$ cat config.mk
export PLATFORM = sky130hd
export DESIGN_NAME = couple_perm_gen
export DESIGN_NICKNAME = d
export VERILOG_FILES = /design/src/rtl/perm_pkg.sv /design/src/rtl/perm_param_rom.sv /design/src/rtl/perm_index_calc.sv /design/src/rtl/couple_swap_stage.sv /design/src/rtl/couple_perm_gen.sv
export SDC_FILE = /design/constraint.sdc
export NUM_CORES = 1
export LEC_CHECK = 0
export ABC_AREA = 0
export CORE_MARGIN = 10
export CORE_UTILIZATION = 55
export DETAILED_ROUTE_END_ITERATION = 8
export GPL_TIMING_DRIVEN = 0
export PLACE_DENSITY = 0.73
export SETUP_SLACK_MARGIN = 0.1
export SYNTH_ARGS = -nofsm -noshare
export SYNTH_HDL_FRONTEND = slang
export SYNTH_HIERARCHICAL = 1
export SYNTH_SLANG_ARGS = --single-unit
$ cat constraint.sdc
create_clock -name clk_i -period 8.6 [get_ports clk_i]
set_input_delay 1.72 -clock clk_i [delete_from_list [all_inputs] [get_ports clk_i]]
set_output_delay 1.72 -clock clk_i [all_outputs]
set_load 0.01 [all_outputs]
$ cat src/rtl/perm_pkg.sv
package perm_pkg;
  localparam int MAX_N  = 864;
  localparam int IDX_W  = $clog2(MAX_N);
  localparam int OFF_W  = IDX_W + 1;
  localparam int SUM_W  = IDX_W + 2;
  localparam int SEL_W  = 4;

  typedef struct packed {
    logic [IDX_W-1:0] n;
    logic [IDX_W-1:0] p0;
    logic [IDX_W-1:0] p1;
    logic [IDX_W-1:0] p2;
    logic [IDX_W-1:0] p3;
  } perm_cfg_t;

  function automatic perm_cfg_t mk_cfg(int n, int p0, int p1, int p2, int p3);
    perm_cfg_t c;
    c.n  = IDX_W'(n);
    c.p0 = IDX_W'(p0);
    c.p1 = IDX_W'(p1);
    c.p2 = IDX_W'(p2);
    c.p3 = IDX_W'(p3);
    return c;
  endfunction
endpackage

$ cat src/rtl/perm_param_rom.sv
module perm_param_rom
  import perm_pkg::*;
(
  input  logic [SEL_W-1:0] sel_i,
  output perm_cfg_t        cfg_o
);
  always_comb begin
    unique case (sel_i)
      4'd1:    cfg_o = mk_cfg(64,  7,  34,  32,  2);
      4'd2:    cfg_o = mk_cfg(212, 13, 106, 108, 2);
      4'd3:    cfg_o = mk_cfg(220, 23, 112, 4,   116);
      4'd4:    cfg_o = mk_cfg(228, 17, 116, 72,  188);
      4'd5:    cfg_o = mk_cfg(424, 11, 6,   8,   2);
      4'd6:    cfg_o = mk_cfg(432, 13, 0,   4,   8);
      4'd7:    cfg_o = mk_cfg(440, 13, 10,  4,   2);
      4'd8:    cfg_o = mk_cfg(752, 19, 376, 224, 600);
      4'd9:    cfg_o = mk_cfg(848, 19, 2,   16,  6);
      4'd10:   cfg_o = mk_cfg(856, 19, 428, 224, 652);
      4'd11:   cfg_o = mk_cfg(864, 19, 2,   16,  6);
      default: cfg_o = mk_cfg(48,  11, 24,  0,   24);
    endcase
  end
endmodule

$ cat src/rtl/perm_index_calc.sv
module perm_index_calc
  import perm_pkg::*;
#(
  parameter int NUM_RED = 2
) (
  input  logic             clk_i,
  input  logic             rst_ni,
  input  logic             start_i,
  input  perm_cfg_t        cfg_i,
  output logic [IDX_W-1:0] addr_o,
  output logic             en_o,
  output logic             last_o
);
  logic             active_q;
  logic [IDX_W-1:0] j_q, acc_q, n_q, p0_q;
  logic [OFF_W-1:0] off_q [4];
  logic [OFF_W-1:0] acc_sum;
  logic [IDX_W-1:0] acc_nxt;
  logic [SUM_W-1:0] red [NUM_RED+1];

  // running P0*j mod N
  assign acc_sum = {1'b0, acc_q} + {1'b0, p0_q};
  assign acc_nxt = (acc_sum >= {1'b0, n_q}) ? IDX_W'(acc_sum - {1'b0, n_q})
                                            : acc_sum[IDX_W-1:0];

  assign red[0] = SUM_W'(acc_q) + SUM_W'(off_q[j_q[1:0]]) + SUM_W'(1);
  for (genvar g = 0; g < NUM_RED; g++) begin : g_red
    assign red[g+1] = (red[g] >= SUM_W'(n_q)) ? red[g] - SUM_W'(n_q) : red[g];
  end

  assign addr_o = red[NUM_RED][IDX_W-1:0];
  assign en_o   = active_q;
  assign last_o = active_q && (j_q == n_q - IDX_W'(1));

  always_ff @(posedge clk_i or negedge rst_ni) begin
    if (!rst_ni) begin
      active_q <= 1'b0;
      j_q      <= '0;
      acc_q    <= '0;
      n_q      <= IDX_W'(1);
      p0_q     <= '0;
      for (int k = 0; k < 4; k++) off_q[k] <= '0;
    end else if (!active_q) begin
      if (start_i) begin
        active_q <= 1'b1;
        j_q      <= '0;
        acc_q    <= '0;
        n_q      <= cfg_i.n;
        p0_q     <= cfg_i.p0;
        off_q[0] <= '0;
        off_q[1] <= OFF_W'(cfg_i.n >> 1) + OFF_W'(cfg_i.p1);
        off_q[2] <= OFF_W'(cfg_i.p2);
        off_q[3] <= OFF_W'(cfg_i.n >> 1) + OFF_W'(cfg_i.p3);
      end
    end else begin
      if (last_o) active_q <= 1'b0;
      j_q   <= j_q + IDX_W'(1);
      acc_q <= acc_nxt;
    end
  end

  assert_addr_in_range_R3: assert property (@(posedge clk_i) disable iff (!rst_ni)
    en_o |-> (addr_o < n_q));
  assert_parity_flip_R4: assert property (@(posedge clk_i) disable iff (!rst_ni)
    en_o |-> (addr_o[0] != j_q[0]));
  assert_acc_bounded_R3: assert property (@(posedge clk_i) disable iff (!rst_ni)
    en_o |-> (acc_q < n_q));
  assert_j_steps_R2: assert property (@(posedge clk_i) disable iff (!rst_ni)
    (en_o && !last_o) |=> (en_o && j_q == $past(j_q) + IDX_W'(1)));
  assert_start_ignored_R8: assert property (@(posedge clk_i) disable iff (!rst_ni)
    (active_q && start_i) |=> (n_q == $past(n_q) && p0_q == $past(p0_q)));
endmodule

$ cat src/rtl/couple_swap_stage.sv
module couple_swap_stage (
  input  logic       clk_i,
  input  logic       rst_ni,
  input  logic       en_i,
  input  logic       last_i,
  input  logic       src_lsb_i,
  input  logic [1:0] rd_data_i,
  output logic [1:0] cpl_o,
  output logic       valid_o,
  output logic       last_o
);
  logic valid_q, last_q, swap_q;

  always_ff @(posedge clk_i or negedge rst_ni) begin
    if (!rst_ni) begin
      valid_q <= 1'b0;
      last_q  <= 1'b0;
      swap_q  <= 1'b0;
    end else begin
      valid_q <= en_i;
      last_q  <= en_i && last_i;
      swap_q  <= en_i && !src_lsb_i;
    end
  end

  assign cpl_o   = swap_q ? {rd_data_i[0], rd_data_i[1]} : rd_data_i;
  assign valid_o = valid_q;
  assign last_o  = last_q;

  assert_valid_follows_R6: assert property (@(posedge clk_i) disable iff (!rst_ni)
    valid_o == $past(en_i));
  assert_last_with_valid_R7: assert property (@(posedge clk_i) disable iff (!rst_ni)
    last_o |-> valid_o);
endmodule

$ cat src/rtl/couple_perm_gen.sv
module couple_perm_gen
  import perm_pkg::*;
(
  input  logic             clk_i,
  input  logic             rst_ni,
  input  logic             start_i,
  input  logic [SEL_W-1:0] size_sel_i,
  input  logic [1:0]       rd_data_i,
  output logic [IDX_W-1:0] rd_addr_o,
  output logic             rd_en_o,
  output logic [1:0]       cpl_o,
  output logic             valid_o,
  output logic             last_o
);
  perm_cfg_t cfg;
  logic      idx_last;

  perm_param_rom u_rom (
    .sel_i (size_sel_i),
    .cfg_o (cfg)
  );

  perm_index_calc #(.NUM_RED(2)) u_idx (
    .clk_i   (clk_i),
    .rst_ni  (rst_ni),
    .start_i (start_i),
    .cfg_i   (cfg),
    .addr_o  (rd_addr_o),
    .en_o    (rd_en_o),
    .last_o  (idx_last)
  );

  couple_swap_stage u_swap (
    .clk_i     (clk_i),
    .rst_ni    (rst_ni),
    .en_i      (rd_en_o),
    .last_i    (idx_last),
    .src_lsb_i (rd_addr_o[0]),
    .rd_data_i (rd_data_i),
    .cpl_o     (cpl_o),
    .valid_o   (valid_o),
    .last_o    (last_o)
  );

  assert_no_valid_in_reset_R9: assert property (@(posedge clk_i)
    !rst_ni |-> (!valid_o && !last_o));
endmodule

==> results of run 1 <==
-- Yosys cell counts, types with 3 or more instances --
master / instances
a211oi_1: 6
a21boi_0: 7
a21o_1: 10
a21oi_1: 45
a21oi_2: 6
a22o_1: 9
a31oi_1: 4
buf_2: 4
buf_4: 21
clkbuf_1: 21
dfrtp_1: 75
fa_1: 7
ha_1: 77
inv_1: 51
mux2_2: 24
mux2i_1: 11
nand2_1: 146
nand2b_1: 11
nand3_1: 23
nand3b_1: 4
nand4_1: 12
nor2_1: 46
nor2b_1: 13
nor3_1: 22
o211ai_1: 19
o21a_1: 17
o21ai_0: 70
o21bai_1: 5
o31ai_1: 13
or3_1: 3
xnor2_1: 35
xor2_1: 17
-- cells by family (layout without fill, tap and decap cells) --
| group | Yosys count | in the layout |
|---|---|---|
| flip-flops | 76 | 76 |
| buffers and inverters | 103 | 179 |
| XOR/XNOR | 52 | 52 |
| AND/OR/NAND/NOR | 296 | 296 |
| AO/OA/AOI/OAI | 243 | 243 |
| multiplexers | 35 | 35 |
| adder cells (fa/ha/maj) | 84 | 84 |
| other | 2 | 16 |
-- worst min-delay path by stage --
| stage | start | endpoint | slack, ns |
|---|---|---|---|
| 2_1_floorplan | u_idx/off_q[0] | u_idx/off_q[0] | 0.44 |
| 3_3_place_gp | u_idx/off_q[6] | u_idx/off_q[6] | 0.46 |
| 3_5_place_dp | u_idx/off_q[4] | u_idx/off_q[4] | 0.46 |
| 4_1_cts | u_idx/off_q[4] | u_idx/off_q[4] | 0.47 |
| 5_1_grt | u_idx/off_q[3] | u_idx/off_q[3] | 0.50 |
| 6_report | u_idx/off_q[4] | u_idx/off_q[4] | 0.48 |
-- cell type report --
type                    instances  area [um2]
plain buffers                  51         328
clock buffers                  10         229
clock inverters                 6        88.8
fillers                      1075        4350
inverters                      51         191
multi-input cells             726        5300
flip-flops and latches         76        1900
well taps                     176         220
repair buffers                 61         529
-- routing by layer --
layer | track usage (%) | vias up
met3 | 3.71 | 49
met1 | 30.0 | 3278
met2 | 35.1 | 276
li1 | - | 3302
met4 | 7.18 | 0
met5 | 0 | -
-- through the flow --
step	TNS [ns]	util [%]	worst slack [ns]	instance area, um2
2_1_floorplan	0	-	0.474	7380
3_3_place_gp	-10.87	59.6	-1.25	7830
3_5_place_dp	-11.07	59.7	-1.26	7850
4_1_cts	0	64.7	0.104	8500
5_1_grt	-1.61	66.9	-0.222	8780
6_report	-0.205	66.9	-0.0657	8780
-- sequential cells by signal, indices dropped and copies added (netlist names) --
signal,cells
u_swap/swap_q,1
u_idx/j_q,10
u_idx/acc_q,10
u_idx/n_q,10
u_idx/off_q,32
u_idx/p0_q,10
u_swap/valid_o,1
u_swap/last_o,1
u_idx/en_o,1
-- worst max-delay path, delay by kind of cell, from the launching register on --
| kind | cells | cell delay, ns |
|---|---|---|
| compound gates | 11 | 2.47 |
| xor+xnor | 1 | 0.18 |
| fa+ha+maj | 4 | 1.04 |
| buf+inv | 6 | 0.73 |
| flops | 1 | 0.41 |
| mux | 3 | 0.82 |
| simple gates | 5 | 0.90 |
-- timing repair --
item	CTS	global route
setup buffers	21	15
resized for setup	51	73
pin swaps	13	35
cloned	1	0
hold buffers	0	0
endpoints found under the setup margin	10	10
==> qor.yml, run 1 <==
status: "finished, violations left"
violations: "setup timing"
period_needed_ns: 8.67
yosys.area_share.xor_xnor_pct: 6.22
avgSynthCellArea_um2: 8.22
required_ns: 6.88
wl_per_cell_um: 18.3
clkTransAtPathRegs_ns: 0.06
gp_congestion: 0.937
antenna_left: 0
netlist-cell-type-count: 78
layout_common_cells: "143 x nand2_1, 75 x dfrtp_1, 67 x o21ai_0, 65 x ha_1, 51 x inv_1"
rows: 42
r2r_cells: 29
drv_cap: 0
tightest_slew_ns: 0.736
grt_max_degree: 41
whs_ns: 0.477
syn_area_mm2: 0.00732
dp_hpwl_um: 14700
final_common_cell: "nand2_1"
cts_tree: "yes"
synth_edf_count: 0
yosysTopAreaCellShare_pct: 25.6
boundaryPins: 24
overflow: 0
fin_worst_skew_ns: 0.00813
timing.final.crit_share_pct: 101
setup_viol: 5
yosys.area.top_type: "dfrtp_1"
dp_cells: 1105
stdcell_count: 1157
viasPerCell: 5.97
clock_latency_ns: 0.35
grt_pass1_vias: 6341
layout_setup_ws_ns: -0.0657
min_path_cells: 2
critPathSlowestCell: "dfrtp_1"
coreArea_mm2: 0.0131
first_pass_iters: 5
ys_ff_latch: 76
cp-endpoint: "rd_addr_o[6]"
hold_viol_final: 0
htreeDepth: 3
grt_antenna_before_repair: 0
drc: 0
grt_pass1_wl_um: 32600
nets: 1069
ys_warn_count: 6
wl_met3_um: 1300
diodes: 0
die_area_mm2: 0.0183
rsz0062_at_grt: "true"
drive_above_1_share_pct: 19.0
setup.worst_path.end_class: "primary output"
top_layer: "met4"
cp_slowest_stage_delay_ns: 0.41
cp_data_arrival_time_ns: 6.95
crit_path_frequent_cell: "mux2_4"
numPortBuffers: 23
m1WireLength_um: 9500
cts_buffer_depth: 2
yosys.area_share.simple_pct: 18.6
grt_usage_pct: 22.1
synth_area_leaders: "dfrtp_1 26%, ha_1 13%, nand2_1 7.5%"
hp-class: "register to register"
slew_viol_final: 0
cts_sinks: 76
initial_utilization_pct: 55.8
ys.flop_type: "dfrtp_1"
crit_path_start_kind: "register"
cts_buffers: 9
synth_mux_area_share_pct: 5.19
area_delta_synth_final_pct: 19.9
fmax_mhz: 115
slew_headroom_pct: 50.9
clock_tree.root_cell: "clkbuf_16"
r2r-start: "u_idx/j_q[0]"
crit_fanout: 5
critPathLaunch: "u_idx/j_q[0]"
synth_compound_area_share_pct: 22.0
drt-initial-drc-count: 620
ys_async_sr_fraction_pct: 100
synthCells: 891
ys_seq_area_share_pct: 26.0
reg2reg_setup_slack_ns: 1.98
routed-wl-met2_um: 9700
die_h_um: 135
vias: 6905
die_x_um: 135
synthAdderAreaFrac_pct: 15.1
r2r_end: "u_swap/swap_q"
finalWirelength_um: 21200
synth_top_family_by_area: "compound AO/OA/AOI/OAI gates"
critPathKind: "register to primary output"
Power of run 1 is not shown: default switching activity piles up to over one toggle a cycle in this logic, so the estimate is an artifact.
==> run 2: changes to the inputs <==
--- a/config.mk
+++ b/config.mk
@@ -7,10 +7,10 @@
 export LEC_CHECK = 0
 export ABC_AREA = 0
 export CORE_MARGIN = 10
-export CORE_UTILIZATION = 55
+export CORE_UTILIZATION = 45
 export DETAILED_ROUTE_END_ITERATION = 8
 export GPL_TIMING_DRIVEN = 0
-export PLACE_DENSITY = 0.73
+export RECOVER_POWER = 25
 export SETUP_SLACK_MARGIN = 0.1
 export SYNTH_ARGS = -nofsm -noshare
 export SYNTH_HDL_FRONTEND = slang
==> run 2 against run 1 <==
Compared with the run above: sequential cell count did not move; first-iteration DRC count shrank 39%; utilization fell by 11 points; clock skew down 0.0014 ns; maximum frequency up 2.5%; the flow finishes with violations (capacitance limit, slew limit); routed wire length down 2.7%; critical path depth is 1 higher; design area grew 1.1%; sequential share of layout area down 0.24 points.
==> qor.yml, run 2 (synthesis gave the netlist of run 1 again) <==
gp_congestion: 0.879  # was 0.937
rows: 46  # was 42
met1_usage_pct: 25.8  # was 30.0%
busiest_layer: "met2"  # unchanged
crit_fanout: 8  # was 5
tightest_slew_ns: 3.60  # was 0.736 ns
crit_path_start_kind: "register"  # unchanged
largest_reg_flops: 32  # unchanged
grt_max_degree: 67  # was 41
cp_data_arrival_time_ns: 6.74  # was 6.95 ns
timing.final.crit_share_pct: 98.4  # was 101%
r2r_cells: 28  # was 29
dpl-instance-area_mm2: 0.00790  # was 0.00785 mm2
drive_above_1_share_pct: 18.7  # was 19.0%
viasPerCell: 5.47  # was 5.97
antenna_left: 0  # unchanged
cts_hold_buf: 0  # unchanged
slew_headroom_pct: -140  # was 50.9%
overflow: 0  # unchanged
drc: 0  # unchanged
n_fill_cell: 1519  # was 1075
clock_latency_ns: 0.35  # about the same
utilization_pct: 55.7  # was 66.9%
violations: "capacitance limit, slew limit"  # was setup timing
htreeDepth: 3  # unchanged
status: "finished, violations left"  # unchanged
final_common_cell: "nand2_1"  # unchanged
grt_pass1_vias: 6249  # was 6341
met3_usage_pct: 2.72  # was 3.71%
grt_pass1_wl_um: 32700  # was 32600 um
hold_viol_final: 0  # unchanged
grt_antenna_before_repair: 0  # unchanged
layout_common_cells: "146 x nand2_1, 75 x dfrtp_1, 67 x o21ai_0, 65 x ha_1, 53 x buf_4"  # was 143 x nand2_1, 75 x dfrtp_1, 67 x o21ai_0, 65 x ha_1, 51 x inv_1
slew_viol_final: 67  # was 0
initial_utilization_pct: 45.9  # was 55.8%
cp_slowest_stage_delay_ns: 0.38  # was 0.41 ns
largest-register: "u_idx/off_q"  # unchanged
coreArea_mm2: 0.0159  # was 0.0131 mm2
finalWirelength_um: 20600  # was 21200 um
fin_area_mm2: 0.00888  # was 0.00878 mm2
first_pass_iters: 5  # unchanged
cts_tree: "yes"  # unchanged
crit_path_frequent_cell: "buf_6"  # was mux2_4
critPathSlowestCell: "dfrtp_1"  # unchanged
cts_buffers: 9  # unchanged
fmax_mhz: 118  # was 115 MHz
fin_worst_skew_ns: 0.00669  # was 0.00813 ns
required_ns: 6.88  # about the same
drt-initial-drc-count: 377  # was 620
setup.worst_path.end_class: "primary output"  # unchanged
drv_cap: 1  # was 0
vias: 6587  # was 6905
die_h_um: 148  # was 135 um
setup_viol: 0  # was 5
clock_tree.root_cell: "clkbuf_16"  # unchanged
critPathKind: "register to primary output"  # unchanged
nets: 1077  # was 1069
numPortBuffers: 23  # unchanged
dp_hpwl_um: 15000  # was 14700 um
cts_buffer_depth: 2  # unchanged
grtUsageMet2_pct: 28.7  # was 35.1%
reg2reg_setup_slack_ns: 2.44  # was 1.98 ns
hp-class: "register to register"  # unchanged
wl_per_cell_um: 17.1  # was 18.3 um
clkTransAtPathRegs_ns: 0.06  # about the same
setup_tns_ns: 0  # was -0.205 ns
min_path_cells: 2  # unchanged
boundaryPins: 24  # unchanged
rsz0062_at_grt: "true"  # unchanged
die_area_mm2: 0.0218  # was 0.0183 mm2
grt_usage_pct: 18.4  # was 22.1%
die_x_um: 148  # was 135 um
area_delta_synth_final_pct: 21.3  # was 19.9%
cts_sinks: 76  # unchanged
period_needed_ns: 8.46  # was 8.67 ns
diodes: 0  # unchanged
==> run 2: cell types whose count changed in the layout (fill, tap and decap cells not counted), moves of 2 or more <==
cell	change
nor2_2	+2
nor2_1	+2
nand2_1	+3
nand2_2	-2
nor2_4	-4
buf_4	+5
clkbuf_1	+2
==> run 2: final cells by class <==
type | count | area (um2) | share of cell area (%)
buffer | 51 | 328 | 3.69
sequential | 76 | 1900 | 21.4
tap | 216 | 270 | 3.04
inverter | 51 | 191 | 2.16
clock inverter | 6 | 96.3 | 1.08
clock buffer | 10 | 229 | 2.58
timing repair buffer | 69 | 604 | 6.80
multi-input combinational | 726 | 5260 | 59.2
==> run 2: what timing repair did <==
item | CTS | global route
pin swaps | 12 | 29
endpoints found under the hold margin | 0 | 0
gates cloned | 1 | 0
resized for setup | 48 | 65
setup endpoints to repair | 10 | 10
buffers inserted | 22 | 23
==> run 2: metrics by stage <==
step	instances	hold WS, ns	worst slack, ns
floorplan	905	0.441	0.474
global placement	1144	0.455	-1.03
detailed placement	1145	0.463	-1.05
CTS	1183	0.479	0.108
global route	1205	0.502	-0.134
finish	1205	0.476	0.142
==> run 2: routing by layer <==
layer / up-vias / wire length, um / share of wire (%)
met1: 3137 / 10200 / 50
met5: - / 0 / 0
met3: 18 / 741 / 3.6
li1: 3318 / - / -
met2: 114 / 9240 / 45
met4: 0 / 376 / 1.8
==> run 2: worst paths after layout <==
kind,startpoint,endpoint
worst max-delay path,u_idx/j_q[0],rd_addr_o[7]
worst min-delay path,u_idx/off_q[9],u_idx/off_q[9]
worst max register to register,u_idx/j_q[0],u_swap/swap_q
worst min register to register,u_idx/off_q[9],u_idx/off_q[9]
max in group asynchronous,rst_ni,u_idx/acc_q[9]
min in group asynchronous,rst_ni,u_idx/j_q[7]
==> run 2: worst max-delay path, delay by kind of cell, from the launching register on <==
kind	cells	cell delay, ns
multiplexers	2	0.66
AO/OA/AOI/OAI	14	2.50
buffers and inverters	8	1.14
XOR/XNOR	1	0.27
AND/OR/NAND/NOR	3	0.45
flip-flops	1	0.38
adder cells (fa/ha/maj)	3	0.96
Power of run 2 is left out for the same reason.
